**config.mk**
```make
export PLATFORM = sky130hd
export DESIGN_NAME = pcs_tx_cg_encoder
export DESIGN_NICKNAME = d
export VERILOG_FILES = /design/src/rtl/pcs_tx_cg_pkg.sv /design/src/rtl/txcg_nibble_map.sv /design/src/rtl/txcg_delim_fsm.sv /design/src/rtl/txcg_out_reg.sv /design/src/rtl/pcs_tx_cg_encoder.sv
export SDC_FILE = /design/constraint.sdc
export NUM_CORES = 1
export LEC_CHECK = 0
export BUFFER_PORTS_ARGS = -buffer_cell sky130_fd_sc_hd__buf_2
export CAP_MARGIN = 20
export CELL_PAD_IN_SITES_DETAIL_PLACEMENT = 0
export CELL_PAD_IN_SITES_GLOBAL_PLACEMENT = 1
export CORE_UTILIZATION = 37
export CTS_BUF_LIST = sky130_fd_sc_hd__clkbuf_8
export DETAILED_ROUTE_END_ITERATION = 10
export HOLD_SLACK_MARGIN = 0.15
export MAX_ROUTING_LAYER = met4
export PLACE_DENSITY = 0.78
export REMOVE_ABC_BUFFERS = 1
export SLEW_MARGIN = 20
export SYNTH_ARGS = -nofsm -noshare
export SYNTH_HDL_FRONTEND = slang
export SYNTH_SLANG_ARGS = --single-unit
```
**constraint.sdc**
```tcl
create_clock -name clk -period 1.93 [get_ports clk]
set_input_delay 0.386 -clock clk [delete_from_list [all_inputs] [get_ports clk]]
set_output_delay 0.386 -clock clk [all_outputs]
set_load 0.01 [all_outputs]
```
**src/rtl/pcs_tx_cg_pkg.sv**
```systemverilog
package pcs_tx_cg_pkg;

    localparam int NIB_W = 4;
    localparam int CG_W  = 5;

    typedef enum logic [1:0] {
        ST_IDLE,
        ST_SEND_K,
        ST_DATA,
        ST_SEND_R
    } txcg_state_e;

    typedef enum logic [2:0] {
        SEL_IDLE,
        SEL_J,
        SEL_K,
        SEL_DATA,
        SEL_HALT,
        SEL_T,
        SEL_R
    } cg_sel_e;

    localparam logic [CG_W-1:0] CG_IDLE = 5'b11111;
    localparam logic [CG_W-1:0] CG_J    = 5'b11000;
    localparam logic [CG_W-1:0] CG_K    = 5'b10001;
    localparam logic [CG_W-1:0] CG_T    = 5'b01101;
    localparam logic [CG_W-1:0] CG_R    = 5'b00111;
    localparam logic [CG_W-1:0] CG_HALT = 5'b00100;

endpackage

```
**src/rtl/txcg_nibble_map.sv**
```systemverilog
module txcg_nibble_map
    import pcs_tx_cg_pkg::*;
#(
    parameter int NW = NIB_W,
    parameter int CW = CG_W
) (
    input  logic [NW-1:0] nib,
    output logic [CW-1:0] cg
);

    // Data group table
    always_comb begin
        unique case (nib)
            4'h0: cg = 5'b11110;
            4'h1: cg = 5'b01001;
            4'h2: cg = 5'b10100;
            4'h3: cg = 5'b10101;
            4'h4: cg = 5'b01010;
            4'h5: cg = 5'b01011;
            4'h6: cg = 5'b01110;
            4'h7: cg = 5'b01111;
            4'h8: cg = 5'b10010;
            4'h9: cg = 5'b10011;
            4'hA: cg = 5'b10110;
            4'hB: cg = 5'b10111;
            4'hC: cg = 5'b11010;
            4'hD: cg = 5'b11011;
            4'hE: cg = 5'b11100;
            default: cg = 5'b11101;
        endcase
    end

endmodule

```
**src/rtl/txcg_delim_fsm.sv**
```systemverilog
module txcg_delim_fsm
    import pcs_tx_cg_pkg::*;
(
    input  logic        clk,
    input  logic        rst_n,
    input  logic        tx_en,
    input  logic        tx_er,
    input  logic        bypass,
    output txcg_state_e state_q,
    output cg_sel_e     sel
);

    txcg_state_e state_d;

    // State register
    always_ff @(posedge clk or negedge rst_n) begin
        if (!rst_n) state_q <= ST_IDLE;
        else        state_q <= state_d;
    end

    // Next-state and group selection
    always_comb begin
        state_d = state_q;
        sel     = SEL_IDLE;
        unique case (state_q)
            ST_IDLE: begin
                if (tx_en) begin
                    sel     = SEL_J;
                    state_d = ST_SEND_K;
                end
            end
            ST_SEND_K: begin
                if (tx_en) begin
                    sel     = SEL_K;
                    state_d = ST_DATA;
                end else begin
                    sel     = SEL_T;
                    state_d = ST_SEND_R;
                end
            end
            ST_DATA: begin
                if (tx_en) begin
                    sel = tx_er ? SEL_HALT : SEL_DATA;
                end else begin
                    sel     = SEL_T;
                    state_d = ST_SEND_R;
                end
            end
            ST_SEND_R: begin
                sel     = SEL_R;
                state_d = ST_IDLE;
            end
            default: begin
                sel     = SEL_IDLE;
                state_d = ST_IDLE;
            end
        endcase
        if (bypass) state_d = ST_IDLE;
    end

endmodule

```
**src/rtl/txcg_out_reg.sv**
```systemverilog
module txcg_out_reg #(
    parameter int           W       = 5,
    parameter logic [W-1:0] RST_VAL = '1
) (
    input  logic         clk,
    input  logic         rst_n,
    input  logic [W-1:0] d,
    output logic [W-1:0] q
);

    always_ff @(posedge clk or negedge rst_n) begin
        if (!rst_n) q <= RST_VAL;
        else        q <= d;
    end

endmodule

```
**src/rtl/pcs_tx_cg_encoder.sv**
```systemverilog
module pcs_tx_cg_encoder
    import pcs_tx_cg_pkg::*;
#(
    parameter int NW = NIB_W,
    parameter int CW = CG_W
) (
    input  logic          clk,
    input  logic          rst_n,
    input  logic          tx_en,
    input  logic          tx_er,
    input  logic [NW-1:0] txd,
    input  logic          bypass,
    input  logic [CW-1:0] raw_cg,
    output logic [CW-1:0] code_out
);

    txcg_state_e   state_q;
    cg_sel_e       sel;
    logic [CW-1:0] data_cg;
    logic [CW-1:0] next_cg;

    txcg_delim_fsm u_fsm (
        .clk     (clk),
        .rst_n   (rst_n),
        .tx_en   (tx_en),
        .tx_er   (tx_er),
        .bypass  (bypass),
        .state_q (state_q),
        .sel     (sel)
    );

    txcg_nibble_map #(.NW(NW), .CW(CW)) u_map (
        .nib (txd),
        .cg  (data_cg)
    );

    // Output group selection
    always_comb begin
        if (bypass) begin
            next_cg = raw_cg;
        end else begin
            unique case (sel)
                SEL_J:    next_cg = CG_J;
                SEL_K:    next_cg = CG_K;
                SEL_DATA: next_cg = data_cg;
                SEL_HALT: next_cg = CG_HALT;
                SEL_T:    next_cg = CG_T;
                SEL_R:    next_cg = CG_R;
                default:  next_cg = CG_IDLE;
            endcase
        end
    end

    txcg_out_reg #(.W(CW), .RST_VAL(CG_IDLE)) u_oreg (
        .clk   (clk),
        .rst_n (rst_n),
        .d     (next_cg),
        .q     (code_out)
    );

endmodule

```
Yosys cells after proc, flatten, opt, wreduce, memory -nomap -nowiden. Memories as Yosys holds them, arrays and structs flattened. Index checks and enable logic that the tools add are counted.

Equality and inequality tests: 11. Multiplexer cells: 12. Reduce and logical (&&, ||, !) cells: 2.

Operator list (number): case mux 5 bit (6 select lines) (1); case mux 3 bit (4 select lines) (1); == test 3 bit, second input constant (3); two-way mux 3 bit (3); case mux 2 bit (4 select lines) (1); == test 3 x 2 -> 1 bit, second input constant (2); two-way mux 2 bit (3); != test 3 bit, second input constant (2); two-way mux 5 bit (1); == test 2 bit, second input constant (2); == test 3 x 1 -> 1 bit, second input constant (1); == test 2 x 1 -> 1 bit, second input constant (1); zero test 2 bit (1); two-way mux 1 bit (2); AND reduction 2 bit (1).

Flip-flop bits (word level): 7. Bits in read-only memories: 80. Bits of input ports: 14. Output and inout port bits: 5. Memories kept: 1.

Memory list: (no name shown) (depth 16, bits a word 5, rd ports 1, clocked after memory_dff 0, write ports 0, line txcg_nibble_map.sv:13) `unique case (nib)`.

Logic depth before layout (Yosys ltp).
Depth after elaboration: 6. Gate-level depth with buffers: 7. Gate-level depth less buffers: 6.

Modules after synthesis. A second synthesis with hierarchy kept.

Cells, all modules: 71. Area total of the unflattened synthesis: 626.9 µm².

Modules (own cells, without submodules): txcg_delim_fsm (instances 1, cells each 31, area each 270.3 µm²); pcs_tx_cg_encoder (instances 1, cells each 26, area each 160.2 µm²); txcg_out_reg (instances 1, cells each 5, area each 131.4 µm²); txcg_nibble_map (instances 1, cells each 9, area each 65.1 µm²).

Least setup slack after synthesis. OpenSTA, ideal clock, no wires.

Path type: reg-to-reg. Start: register u_fsm.state_q[0]. End: register u_oreg.q[4]. Arrival: 1452 ps. Data required time: 1849 ps. Setup slack: 397 ps. Stages on the path, launching flop included: 7. Path buffers: 0. Period minus slack after synthesis: 1533 ps. Cell sequence: dfrtp_1 > inv_1 > ha_1 > o21ba_2 > a221oi_2 > nor2_1 > a32oi_1.

Longest elaborated chain between the ends: 5. Elaborated cells between the ends (all ways): 13.

RTL lines: start: declaration (line txcg_delim_fsm.sv:9) `output txcg_state_e state_q,`; start signal: assignment (line txcg_delim_fsm.sv:18) `else state_q <= state_d;`; == test 2 bit, or another cell as far along (line txcg_delim_fsm.sv:25) `unique case (state_q)`; case mux 3 bit (4 select lines) * (line txcg_delim_fsm.sv:25); == test 3 bit, or another cell as far along (line pcs_tx_cg_encoder.sv:42) `unique case (sel)`; case mux 5 bit (6 select lines) * (line pcs_tx_cg_encoder.sv:42); two-way mux 5 bit * (line pcs_tx_cg_encoder.sv:39) `if (bypass) begin`; named net next_cg[4] (line pcs_tx_cg_encoder.sv:20) `logic [CW-1:0] next_cg;`; end signal: assignment (line txcg_out_reg.sv:12) `if (!rst_n) q <= RST_VAL;`; end signal: assignment (line txcg_out_reg.sv:13) `else q <= d;`; end: declaration (line txcg_out_reg.sv:8) `output logic [W-1:0] q`.

The timed path passes the listed nets; every way through them passes the cells marked *. A chain may end at the register's enable or synchronous reset.

Final worst setup path.
Start: register u_fsm.state_q[0]. End: register u_oreg.q[2].

The elaborated chain is that of the path after synthesis.

==> out/results.md <==
| Result | This run |
|---|---|
| Status | finished, final reports clean |
| Path type of the worst setup path | reg -> reg |
| Wire length of the first global-routing pass | 1.88 mm |
| Final period demand of the worst path | 1770 ps |
| Synth-to-Final Area Change | 27.8% |
| Yosys warning total | 0 |
| Number of global-route vias before repair | 487 |
| Clock latency of the later-clocked register in the worst-skew pair | 230 ps |
| Period utilization | 91.9% |
| Post-route design area | 731 µm² |
| Overall Global Routing Usage | 17.6% |
| Arrival @ worst endpoint | 1900 ps |
| Hold path cells | 3 |
| Maximum number of pins on one net before global-route repair | 11 |
| Proportion of register bits with asynchronous set or reset after synthesis | 100% |
| Post-synth design cell area | 572 µm² |
| Fill cell total of the finished layout | 140 |
| Slew HR | 72.6% |
| Top post-synthesis cells by area | sky130_fd_sc_hd__dfstp_2 (23%), sky130_fd_sc_hd__ha_1 (11%), sky130_fd_sc_hd__dfrtp_1 (8.8%) |
| Startpoint of the most critical hold path | raw_cg[4] |
| Antenna diode instance count | 0 |
| Core region area | 1370 µm² |
| Number of register bits inferred by synthesis | 7 |
| Area used by sequential logic in the layout | 181 µm² |
| Row cnt | 13 |
| CTS tree | built |
| Worst hold path endpoint | u_oreg.q[4] |
| Number of pins exceeding their max-slew limit in the final report | 0 |
| Static leakage | 0.339 nW |
| Overall die height | 41.3 µm |
| Post-Route Setup TNS | 0 ps |
| Post-route DRC | 0 |
| Grt ovf | 0 |
| Fraction of final layout cells sized beyond drive strength 1 | 37.6% |
| Routed length per placed instance | 12.9 µm |
| Endpoint of the worst register-to-register path | u_oreg.q[2] |
| Buffers added on ports | 18 |
| Multi-input combinational cell area | 340 µm² |
| Cell area after placement | 676 µm² |
| Maximum vdd ir drop | 0.000720 V |
| FF-to-FF Start | u_fsm.state_q[0] |
| Fin nets | 105 |
| Type of destination of the critical path | register |
| Highest net fanout along the worst path | 8 |
| Post-DRT Antenna Nets | 0 |
| Distinct cell type count after synthesis | 30 |
| Proportion of synthesized chip area in sequential cells | 31.7% |
| Hold slack | 358 ps |
| Initial drt markers | 12 |
| Number of ports placed on the die boundary | 19 |
| Per-cell via count in the routed design | 5.52 |
| Setup violations, final | 0 |
| Unrepaired setup endpoints after global routing | no |
| Data required time of the worst path | 2060 ps |
| DIE WIDTH | 41.3 µm |
| Achievable clock frequency | 0.564 GHz |
| Worst-Margin Slew | 410 ps |
| # H-tree levels | 1 |
| Antenna violations before repair | 0 |
| HPWL reported at the end of detailed placement | 1.01 mm |
| Power Dens Cells | 1190 nW/µm² |
| Total power after layout | 0.000872 W |
| Fin util | 53.5% |
| Biggest area consumer among synthesized cells | sky130_fd_sc_hd__dfstp_2 |
| Max-cap violation count | 0 |
| Critical Path Source Type | register |
| Share of the synthesized area in the top cell type | 23.0% |
| Number of hold-slack violations in the final timing report | 0 |
| R2R cell count | 5 |
| Worst-case clock skew | 0.850 ps |
| Total Routed Length | 1.29 mm |
| Number of optimization iterations in the first detailed-route pass | 4 |
| Primary FF master, synth | sky130_fd_sc_hd__dfstp_2 |
| Last weighted congestion value of the routability-driven placer | 0.798 |
| Sinks on Clock Net | 7 |
| Instance count of the mapped netlist | 63 |
| Commonest cells in the netlist | sky130_fd_sc_hd__nor2_1 (9), sky130_fd_sc_hd__inv_1 (8), sky130_fd_sc_hd__dfstp_2 (5), sky130_fd_sc_hd__ha_1 (5), sky130_fd_sc_hd__a21oi_1 (4) |
| Max Buffers Root-to-Sink | 2 |
| Most common cell in the synthesized netlist | sky130_fd_sc_hd__nor2_1 |
| Reg clk slew, reported paths | 40 ps |
| Number of clock buffers inserted by TritonCTS | 3 |
| Type of the most critical hold path | in -> reg |
| Vias after detailed routing | 552 |
| Reg2reg setup slack | 160 ps |
| Initial standard-cell utilization of the core | 41.8% |
| Avg Cell Area, Syn | 9.08 µm² |
| DIE AREA | 1710 µm² |
| Number of enable-type register cells in the synthesized netlist | 0 |
| Buffer count from post-CTS setup fixing | 0 |
| Clk Tree Root Cell | sky130_fd_sc_hd__clkbuf_8 |
==> timing repair <==
item / in CTS / in global routing
resized for setup: 0 / 0
endpoints found under the hold margin: 2 / 0
hold buffers: 1 / 0
endpoints found under the setup margin: 0 / 0
==> report_power, final <==
group / total, W / switching [W] / internal [W]
registers: 0.000233 / 0.0000215 / 0.000212
clock network: 0.000200 / 0.0000624 / 0.000137
logic: 0.000439 / 0.000243 / 0.000196
==> stage by stage <==
stage | worst slack, ps | instances
6_report | 157 | 100
5_1_grt | 45.5 | 100
3_5_place_dp | 176 | 95
2_1_floorplan | 385 | 60
4_1_cts | 170 | 100
3_3_place_gp | 190 | 95
==> kinds of logic (layout without fill, tap and decap cells) <==
family / after synthesis / count (layout) / synth area share, %
flops: 7 / 7 / 31.7
simple gates: 16 / 16 / 16.2
compound gates: 22 / 22 / 28.9
mux: 2 / 2 / 3.50
buf+inv: 11 / 33 / 8.75
fa+ha+maj: 5 / 5 / 10.9
==> how the worst max path moves through the flow <==
stage | startpoint | endpoint | slack, ps
2_1_floorplan | u_fsm.state_q[0] | u_oreg.q[1] | 380
3_3_place_gp | u_fsm.state_q[0] | u_oreg.q[2] | 190
3_5_place_dp | u_fsm.state_q[0] | u_oreg.q[2] | 180
4_1_cts | u_fsm.state_q[0] | u_oreg.q[2] | 170
5_1_grt | u_fsm.state_q[0] | u_oreg.q[2] | 50
6_report | u_fsm.state_q[0] | u_oreg.q[2] | 160
==> flip-flops by register name, indices dropped and copies added (netlist names) <==
register / flops
u_oreg.q: 5
u_fsm.state_q: 2
==> cells in the final DEF, fill, tap and decap left out, types with 3 or more instances in the layout <==
| cell type | count |
|---|---|
| sky130_fd_sc_hd__a21oi_1 | 4 |
| sky130_fd_sc_hd__buf_2 | 18 |
| sky130_fd_sc_hd__clkbuf_8 | 3 |
| sky130_fd_sc_hd__dfstp_2 | 5 |
| sky130_fd_sc_hd__ha_1 | 5 |
| sky130_fd_sc_hd__inv_1 | 9 |
| sky130_fd_sc_hd__nor2_1 | 9 |
==> metal layers <==
layer | wire length, µm | global-route usage (%) | part of all wire (%) | up-vias
li1 | - | - | - | 274
met1 | 580 | 19.6 | 45 | 258
met2 | 630 | 28.5 | 49 | 18
met3 | 51 | 6.38 | 4.0 | 2
met4 | 23 | 7.26 | 1.8 | 0
met5 | 0 | - | 0 | -
==> cell type report <==
cell class | instances | share of cell area, %
Timing Repair Buffer | 21 | 15.8
Tap cell | 15 | 2.57
Inverter | 8 | 4.11
Multi-Input combinational cell | 45 | 46.6
Clock inverter | 1 | 0.514
Clock buffer | 3 | 5.65
Sequential cell | 7 | 24.8
==> critical path, cell delays in order (launching register included) <==
cell and delay, ps:
sky130_fd_sc_hd__dfrtp_1 390, sky130_fd_sc_hd__inv_1 100, sky130_fd_sc_hd__ha_1 300, sky130_fd_sc_hd__nor4b_2 470
sky130_fd_sc_hd__o21ai_1 140, sky130_fd_sc_hd__a32oi_1 280
Power figures use the tool's default switching activity.
